## config.mk

```make
export PLATFORM = sky130hd
export DESIGN_NAME = eth_rx_filter
export DESIGN_NICKNAME = d
export VERILOG_FILES = /design/src/rtl/rxf_pkg.sv /design/src/rtl/rxf_crc32.sv /design/src/rtl/rxf_tail_hold.sv /design/src/rtl/rxf_sat_cnt.sv /design/src/rtl/eth_rx_filter.sv
export SDC_FILE = /design/constraint.sdc
export NUM_CORES = 1
export LEC_CHECK = 0
export BUFFER_PORTS_ARGS = -buffer_cell sky130_fd_sc_hd__buf_2
export CORE_MARGIN = 10
export CORE_UTILIZATION = 51
export DETAILED_ROUTE_END_ITERATION = 8
export PLACE_DENSITY = 0.76
export SYNTH_ARGS = -nofsm -noshare
export SYNTH_HDL_FRONTEND = slang
export SYNTH_SLANG_ARGS = --single-unit
```

## constraint.sdc

```tcl
create_clock -name clk -period 2.8 [get_ports clk]
set_input_delay 0.7 -clock clk [delete_from_list [all_inputs] [get_ports clk]]
set_output_delay 0.7 -clock clk [all_outputs]
set_load 0.01 [all_outputs]
```

## src/rtl/rxf_pkg.sv

```systemverilog
package rxf_pkg;

    localparam logic [7:0]  PRE_BYTE    = 8'h55;
    localparam logic [7:0]  SFD_BYTE    = 8'hD5;
    localparam logic [31:0] CRC_POLY_R  = 32'hEDB88320;
    // Fixed remainder of a good frame, reflected-register form of 0xC704DD7B
    localparam logic [31:0] CRC_RESIDUE = 32'hDEBB20E3;
    localparam logic [15:0] TYPE_IPV4   = 16'h0800;
    localparam logic [15:0] TYPE_ARP    = 16'h0806;

    typedef enum logic [1:0] {
        ST_HUNT = 2'd0,
        ST_HDR  = 2'd1,
        ST_BODY = 2'd2,
        ST_SKIP = 2'd3
    } rx_state_e;

    typedef enum logic [1:0] {
        KIND_NONE = 2'd0,
        KIND_IPV4 = 2'd1,
        KIND_ARP  = 2'd2
    } kind_e;

endpackage

```

## src/rtl/rxf_crc32.sv

```systemverilog
module rxf_crc32
    import rxf_pkg::*;
#(
    parameter int DW = 8
) (
    input  logic          clk,
    input  logic          rst_n,
    input  logic          clear,
    input  logic          en,
    input  logic [DW-1:0] din,
    output logic [31:0]   crc
);
    logic [31:0] crc_d, crc_q;

    always_comb begin
        logic [31:0] c;
        c = crc_q;
        if (clear) begin
            c = '1;
        end else if (en) begin
            for (int i = 0; i < DW; i++) begin
                c = (c >> 1) ^ (CRC_POLY_R & {32{c[0] ^ din[i]}});
            end
        end
        crc_d = c;
    end

    always_ff @(posedge clk) begin
        if (!rst_n) crc_q <= '1;
        else        crc_q <= crc_d;
    end

    assign crc = crc_q;
endmodule

```

## src/rtl/rxf_tail_hold.sv

```systemverilog
module rxf_tail_hold #(
    parameter int W     = 8,
    parameter int DEPTH = 4
) (
    input  logic         clk,
    input  logic         rst_n,
    input  logic         flush,
    input  logic         push,
    input  logic [W-1:0] din,
    output logic         rel_valid,
    output logic [W-1:0] rel_data,
    output logic         pend_valid,
    output logic [W-1:0] pend_data
);
    localparam int FW = $clog2(DEPTH + 1);
    localparam logic [FW-1:0] FULL = FW'(DEPTH);

    typedef struct packed {
        logic [DEPTH-1:0][W-1:0] sh;
        logic [FW-1:0]           fill;
        logic                    pv;
        logic [W-1:0]            pend;
    } hold_t;

    hold_t d, q;

    always_comb begin
        d = q;
        if (flush) begin
            d.fill = '0;
            d.pv   = 1'b0;
        end else if (push) begin
            d.sh = {q.sh[DEPTH-2:0], din};
            if (q.fill == FULL) begin
                d.pend = q.sh[DEPTH-1];
                d.pv   = 1'b1;
            end else begin
                d.fill = q.fill + 1'b1;
            end
        end
    end

    always_ff @(posedge clk) begin
        if (!rst_n) q <= '0;
        else        q <= d;
    end

    assign rel_valid  = push && !flush && q.pv;
    assign rel_data   = q.pend;
    assign pend_valid = q.pv;
    assign pend_data  = q.pend;

    p_pend_full_r5: assert property (@(posedge clk) disable iff (!rst_n)
        q.pv |-> (q.fill == FULL));
endmodule

```

## src/rtl/rxf_sat_cnt.sv

```systemverilog
module rxf_sat_cnt #(
    parameter int W = 16
) (
    input  logic         clk,
    input  logic         rst_n,
    input  logic         inc,
    output logic [W-1:0] count
);
    localparam logic [W-1:0] TOP = '1;

    logic [W-1:0] cnt_d, cnt_q;

    always_comb begin
        cnt_d = cnt_q;
        if (inc && cnt_q != TOP) cnt_d = cnt_q + 1'b1;
    end

    always_ff @(posedge clk) begin
        if (!rst_n) cnt_q <= '0;
        else        cnt_q <= cnt_d;
    end

    assign count = cnt_q;

    p_sat_hold_r10: assert property (@(posedge clk) disable iff (!rst_n)
        (inc && cnt_q == TOP) |=> (cnt_q == TOP));
    p_step_r10: assert property (@(posedge clk) disable iff (!rst_n)
        (inc && cnt_q != TOP) |=> (cnt_q == $past(cnt_q) + 1'b1));
endmodule

```

## src/rtl/eth_rx_filter.sv

```systemverilog
module eth_rx_filter
    import rxf_pkg::*;
#(
    parameter int CNT_W  = 16,
    parameter int FCS_BYTES = 4
) (
    input  logic             clk,
    input  logic             rst_n,
    input  logic [47:0]      local_mac,
    input  logic [7:0]       rx_data,
    input  logic             rx_valid,
    output logic [7:0]       pay_data,
    output logic             pay_valid,
    output logic             pay_first,
    output logic             pay_last,
    output logic [1:0]       frame_kind,
    output logic             frame_done,
    output logic             frame_ok,
    output logic             frame_crc_bad,
    output logic             frame_short,
    output logic [CNT_W-1:0] accept_count,
    output logic [CNT_W-1:0] crc_err_count,
    output logic [CNT_W-1:0] drop_count
);
    localparam int ADDR_BYTES = 6;
    localparam int HDR_BYTES  = 14;
    localparam int IDX_W      = $clog2(HDR_BYTES + 1);
    localparam logic [IDX_W-1:0] IDX_ADDR_END = IDX_W'(ADDR_BYTES - 1);
    localparam logic [IDX_W-1:0] IDX_TYPE_HI  = IDX_W'(HDR_BYTES - 2);
    localparam logic [IDX_W-1:0] IDX_TYPE_LO  = IDX_W'(HDR_BYTES - 1);
    localparam logic [IDX_W-1:0] IDX_ADDR_LIM = IDX_W'(ADDR_BYTES);
    localparam int N_CNT    = 3;
    localparam int IDX_ACC  = 0;
    localparam int IDX_CRC  = 1;
    localparam int IDX_DROP = 2;

    typedef struct packed {
        rx_state_e        st;
        logic [IDX_W-1:0] hdr_idx;
        logic             hit_local;
        logic             hit_bcast;
        logic [7:0]       type_hi;
        kind_e            kind;
        logic             first_pend;
        logic [7:0]       pay_data;
        logic             pay_valid;
        logic             pay_first;
        logic             pay_last;
        logic             done;
        logic             ok;
        logic             crc_bad;
        logic             short_f;
    } rx_t;

    rx_t d, q;

    logic             crc_clear, crc_en;
    logic [31:0]      crc_val;
    logic             hold_push, hold_flush;
    logic             rel_valid, pend_valid;
    logic [7:0]       rel_data, pend_data;
    logic [N_CNT-1:0] cnt_inc;
    logic [47:0]      mac_sh;
    logic [7:0]       mac_byte;
    logic             crc_ok;

    assign mac_sh   = local_mac << {q.hdr_idx, 3'b000};
    assign mac_byte = mac_sh[47:40];
    assign crc_ok   = (crc_val == CRC_RESIDUE);

    rxf_crc32 #(.DW(8)) u_crc (
        .clk   (clk),
        .rst_n (rst_n),
        .clear (crc_clear),
        .en    (crc_en),
        .din   (rx_data),
        .crc   (crc_val)
    );

    rxf_tail_hold #(.W(8), .DEPTH(FCS_BYTES)) u_hold (
        .clk        (clk),
        .rst_n      (rst_n),
        .flush      (hold_flush),
        .push       (hold_push),
        .din        (rx_data),
        .rel_valid  (rel_valid),
        .rel_data   (rel_data),
        .pend_valid (pend_valid),
        .pend_data  (pend_data)
    );

    logic [CNT_W-1:0] cnt_val [N_CNT];

    for (genvar g = 0; g < N_CNT; g++) begin : g_cnt
        rxf_sat_cnt #(.W(CNT_W)) u_cnt (
            .clk   (clk),
            .rst_n (rst_n),
            .inc   (cnt_inc[g]),
            .count (cnt_val[g])
        );
    end

    always_comb begin
        d = q;
        d.pay_valid = 1'b0;
        d.pay_first = 1'b0;
        d.pay_last  = 1'b0;
        d.done      = 1'b0;
        d.ok        = 1'b0;
        d.crc_bad   = 1'b0;
        d.short_f   = 1'b0;
        cnt_inc     = '0;
        crc_clear   = 1'b0;
        crc_en      = 1'b0;
        hold_push   = 1'b0;
        hold_flush  = 1'b0;

        case (q.st)
            ST_HUNT: begin
                if (rx_valid) begin
                    if (rx_data == SFD_BYTE) begin
                        d.st         = ST_HDR;
                        d.hdr_idx    = '0;
                        d.hit_local  = 1'b1;
                        d.hit_bcast  = 1'b1;
                        d.kind       = KIND_NONE;
                        d.first_pend = 1'b1;
                        crc_clear    = 1'b1;
                        hold_flush   = 1'b1;
                    end else if (rx_data != PRE_BYTE) begin
                        d.st              = ST_SKIP;
                        cnt_inc[IDX_DROP] = 1'b1;
                    end
                end
            end
            ST_HDR: begin
                if (!rx_valid) begin
                    d.st              = ST_HUNT;
                    d.done            = 1'b1;
                    d.short_f         = 1'b1;
                    cnt_inc[IDX_DROP] = 1'b1;
                end else begin
                    crc_en    = 1'b1;
                    d.hdr_idx = q.hdr_idx + 1'b1;
                    if (q.hdr_idx < IDX_ADDR_LIM) begin
                        d.hit_local = q.hit_local && (rx_data == mac_byte);
                        d.hit_bcast = q.hit_bcast && (rx_data == 8'hFF);
                        if (q.hdr_idx == IDX_ADDR_END && !d.hit_local && !d.hit_bcast) begin
                            d.st              = ST_SKIP;
                            cnt_inc[IDX_DROP] = 1'b1;
                        end
                    end
                    if (q.hdr_idx == IDX_TYPE_HI) d.type_hi = rx_data;
                    if (q.hdr_idx == IDX_TYPE_LO) begin
                        if ({q.type_hi, rx_data} == TYPE_IPV4) begin
                            d.kind = KIND_IPV4;
                            d.st   = ST_BODY;
                        end else if ({q.type_hi, rx_data} == TYPE_ARP) begin
                            d.kind = KIND_ARP;
                            d.st   = ST_BODY;
                        end else begin
                            d.st              = ST_SKIP;
                            cnt_inc[IDX_DROP] = 1'b1;
                        end
                    end
                end
            end
            ST_BODY: begin
                if (rx_valid) begin
                    crc_en    = 1'b1;
                    hold_push = 1'b1;
                    if (rel_valid) begin
                        d.pay_valid  = 1'b1;
                        d.pay_data   = rel_data;
                        d.pay_first  = q.first_pend;
                        d.first_pend = 1'b0;
                    end
                end else begin
                    d.st      = ST_HUNT;
                    d.done    = 1'b1;
                    d.ok      = crc_ok;
                    d.crc_bad = !crc_ok;
                    if (crc_ok) cnt_inc[IDX_ACC] = 1'b1;
                    else        cnt_inc[IDX_CRC] = 1'b1;
                    if (pend_valid) begin
                        d.pay_valid  = 1'b1;
                        d.pay_data   = pend_data;
                        d.pay_first  = q.first_pend;
                        d.pay_last   = 1'b1;
                        d.first_pend = 1'b0;
                    end
                end
            end
            ST_SKIP: begin
                if (!rx_valid) d.st = ST_HUNT;
            end
            default: d.st = ST_HUNT;
        endcase
    end

    always_ff @(posedge clk) begin
        if (!rst_n) q <= '0;
        else        q <= d;
    end

    assign pay_data      = q.pay_data;
    assign pay_valid     = q.pay_valid;
    assign pay_first     = q.pay_first;
    assign pay_last      = q.pay_last;
    assign frame_kind    = q.kind;
    assign frame_done    = q.done;
    assign frame_ok      = q.ok;
    assign frame_crc_bad = q.crc_bad;
    assign frame_short   = q.short_f;
    assign accept_count  = cnt_val[IDX_ACC];
    assign crc_err_count = cnt_val[IDX_CRC];
    assign drop_count    = cnt_val[IDX_DROP];

    p_last_with_done_r7: assert property (@(posedge clk) disable iff (!rst_n)
        q.pay_last |-> q.done);
    p_one_status_r6: assert property (@(posedge clk) disable iff (!rst_n)
        q.done |-> ($countones({q.ok, q.crc_bad, q.short_f}) == 1));
    p_status_quiet_r6: assert property (@(posedge clk) disable iff (!rst_n)
        !q.done |-> !(q.ok || q.crc_bad || q.short_f));
    p_marker_valid_r5: assert property (@(posedge clk) disable iff (!rst_n)
        (q.pay_first || q.pay_last) |-> q.pay_valid);
    p_kind_in_body_r3: assert property (@(posedge clk) disable iff (!rst_n)
        (q.st == ST_BODY) |-> (q.kind != KIND_NONE));
    p_short_from_hdr_r8: assert property (@(posedge clk) disable iff (!rst_n)
        q.short_f |-> ($past(q.st) == ST_HDR));
    p_skip_silent_r4: assert property (@(posedge clk) disable iff (!rst_n)
        (q.st == ST_SKIP) |-> (!q.pay_valid && !q.done));
endmodule

```

==> flow_metrics.py <==
metrics = {
    "routing": {
        "drt_iter0_drc": 424,
        "routedWlPerCell_um": 14.88,
        "ant_nets": 0,
        "num_vias": 6515,
        "dr.pass1.iters": 6,
        "routed_wl_um": 18100,
        "drcViolationCount": 0,
        "vias_per_cell": 5.358,
    },
    "place": {
        "gp_congestion": 0.8834,
        "numPortBuffers": 123,
        "post-dp-hpwl_um": 12910,
    },
    "clock_tree": {
        "cts_tree": "done",
        "ctsHoldBuffers": 0,
        "cts_setup_buffers": 0,
        "cts_root_buffer": "clkbuf_16",
        "cts_sinks": 158,
        "htreeDepth": 4,
        "cts_buffers": 17,
        "ctsResizeCount": 0,
        "cts_buffer_depth": 2,
        "insertion_delay_ns": 0.43,
        "clk_pin_slew_ns": 0.07,
    },
    "setup_path": {
        "crit_path_start_kind": "register",
        "critPathBufInv": 1,
        "cpPeakStageDelay_ns": 0.46,
        "cp_slowest_cell": "or3b_4",
        "crit_family": "simple AND/OR/NAND/NOR gates",
        "crit_fanout": 28,
        "crit_path_end_kind": "register",
        "critPathRequiredTime_ns": 3.12,
        "crit_chain": "or3b_4, o22ai_1, nor2_2, xnor2_1, nor4_1, nand3_2, a31oi_4, buf_12, mux2i_1, nor2_1",
        "critical_path_class": "reg -> reg",
        "rrSetupSlack_ns": 0.18,
        "crit_arrival_ns": 2.94,
    },
    "finish": {
        "finish.net_count": 1087,
        "register_area_um2": 3163,
        "syn2layout_area_growth_pct": 19.99,
        "multi_input_area_um2": 4165,
        "fin_util_pct": 62.94,
        "drive_gt1_share_pct": 20.29,
        "filler_cell_count": 1257,
    },
    "power": {
        "p_sw_mw": 3.192,
        "peakVddDrop_mv": 1.686,
        "intPower_mw": 5.907,
        "seq_power_share_pct": 30.7,
        "switching_share_pct": 35.08,
        "clockPowerShare_pct": 28.5,
        "pwr_density_cell_nw_per_um2": 987.2,
        "combinationalPowerShare_pct": 40.8,
        "p_leak_nw": 3.698,
    },
    "sta": {
        "fmax_ghz": 0.3815,
        "setup_viol": 0,
        "drv_slew": 0,
        "final_hold_viol_count": 0,
        "timing.final.crit_share_pct": 93.60,
        "tns_ns": 0,
        "maxSlewHeadroom_pct": 52.43,
        "fin_skew_ns": 0.007122,
        "worstMarginPinSlew_ns": 0.7084,
        "rsz0062_at_grt": "false",
        "min_period_ns": 2.621,
    },
    "logic_synthesis": {
        "synth_cells": 903,
        "ys_top_cells_by_area": "dfxtp_1 41%, xnor2_1 7.4%, nand2_1 7.4%",
        "yosysWarnings": 0,
        "ys_types": 55,
        "synth_most_common_cell": "dfxtp_1",
        "syn_area_um2": 7681,
        "synth_nets": 973,
        "async_reset_ff_share_pct": 0,
        "synth_area_per_cell_um2": 8.506,
        "synth_top_area_cell": "dfxtp_1",
        "ys_ff_latch": 158,
        "synth_ff_type": "dfxtp_1",
        "synthTopCellsByCount": "158 x dfxtp_1, 151 x nand2_1, 84 x nor2_1",
        "netlist.area_leader.share_pct": 41.18,
        "yosysSeqAreaShare_pct": 41.18,
        "synth_edf_count": 0,
    },
    "floorplanning": {
        "dieArea_um2": 20370,
        "dieWidth_um": 142.7,
        "rows": 44,
        "io_pins": 124,
        "start_util_pct": 52.45,
        "die_y_um": 142.7,
        "core_area_um2": 14640,
    },
    "global_route": {
        "grt-ovfl-total": 0,
        "grt_pass1_wl_um": 29790,
        "track_usage_pct": 17.68,
        "grt_max_degree": 77,
        "antenna_found_initial": 2,
        "grt_pass1_vias": 6132,
    },
    "status": {
        "outcome": "complete, no violations",
    },
    "worst_hold_path": {
        "hp-class": "reg -> reg",
    },
    "job": {
        "cap_violations": 0,
    },
}
logic make-up (layout without fill, tap and decap cells):
logic type	count (synthesis)	count (layout)	share of synthesized area (%)
flops	158	158	41.18
compound gates	147	147	11.70
fa+ha+maj	11	11	1.792
buf+inv	77	204	4.887
mux	48	48	6.271
other cells	0	2	0
simple gates	351	351	21.23
xor+xnor	111	111	12.95
area by class of cell:
class | instances | share of cell area, %
repair buffers | 159 | 10.15
well taps | 184 | 2.498
diodes | 2 | 0.05430
multi-input cells | 668 | 45.19
clock buffers | 18 | 4.765
inverters | 13 | 0.5430
clock inverters | 14 | 2.471
flip-flops and latches | 158 | 34.32
final timing paths:
| path | from | to | depth (start not counted) |
|---|---|---|---|
| setup / recovery | q[29]$_SDFFE_PN0P_ | g_cnt[2].u_cnt.count[1]$_SDFFE_PN0P_ | 10 |
| hold reg to reg | u_hold.q[12]$_SDFFE_PN0P_ | u_hold.q[20]$_SDFFE_PN0P_ | 2 |
| setup reg to reg | q[29]$_SDFFE_PN0P_ | g_cnt[2].u_cnt.count[1]$_SDFFE_PN0P_ | 10 |
| hold / removal | u_hold.q[12]$_SDFFE_PN0P_ | u_hold.q[20]$_SDFFE_PN0P_ | 2 |
power by group through the flow:
| stage | Clock [mW] | Sequential, mW | Combinational (mW) |
|---|---|---|---|
| finish | 2.59 | 2.79 | 3.71 |
| global route | 2.72 | 2.84 | 4.07 |
| CTS | 2.63 | 2.79 | 3.71 |
| detailed placement | 0 | 2.84 | 3.66 |
| global placement | 0 | 2.84 | 3.61 |
| floorplan | 0 | 2.79 | 2.70 |
tightest hold or removal path, cell delays in order (launching register included):
cell and delay, ns:
dfxtp_1 0.31, nand2_1 0.05, a21oi_1 0.05
layer usage:
layer | vias up | wire (um) | share of wire [%] | track usage (%)
li1 | 3316 | - | - | -
met2 | 180 | 8635 | 48 | 28.91
met5 | - | 0 | 0 | 0
met3 | 22 | 1286 | 7.1 | 5.373
met4 | 0 | 170 | 0.94 | 5.157
met1 | 2997 | 8003 | 44 | 21.99
metrics by stage:
step                      cell area (um^2)  worst slack, ns  hold slack [ns]  instances  total power [mW]
final                                 9216           0.1791           0.4519       1216             9.099
after detailed placement              8528           0.1227           0.4446       1182             6.501
after CTS                             9195           0.1202           0.4523       1214             9.138
after floorplan                       7681           0.1021           0.4321        903             5.492
after global placement                8528           0.1959           0.4399       1182             6.449
after global routing                  9211          0.01631           0.4702       1214             9.627
placed cells by master, fill, tap and decap left out, drive strengths merged, types with 8 or more instances in the layout:
cell / count
buf: 159
dfxtp: 158
nand2: 151
nor2: 85
xnor2: 68
a21oi: 63
mux2i: 47
xor2: 43
o211ai: 33
o21ai: 26
nand3: 23
clkbuf: 18
or3: 17
inv: 17
nand4: 15
and3: 11
ha: 11
nor4: 10
and2: 8
state kept, by name, summed over array words and instances, names as in the netlist, 2 cells and up:
| signal | cells |
|---|---|
| g_cnt.u_cnt.count | 48 |
| u_hold.pend_data | 8 |
| u_crc.crc | 32 |
| q | 17 |
| u_hold.q | 35 |
| frame_kind | 2 |
| pay_data | 8 |
(Power assumes the default switching activity.)
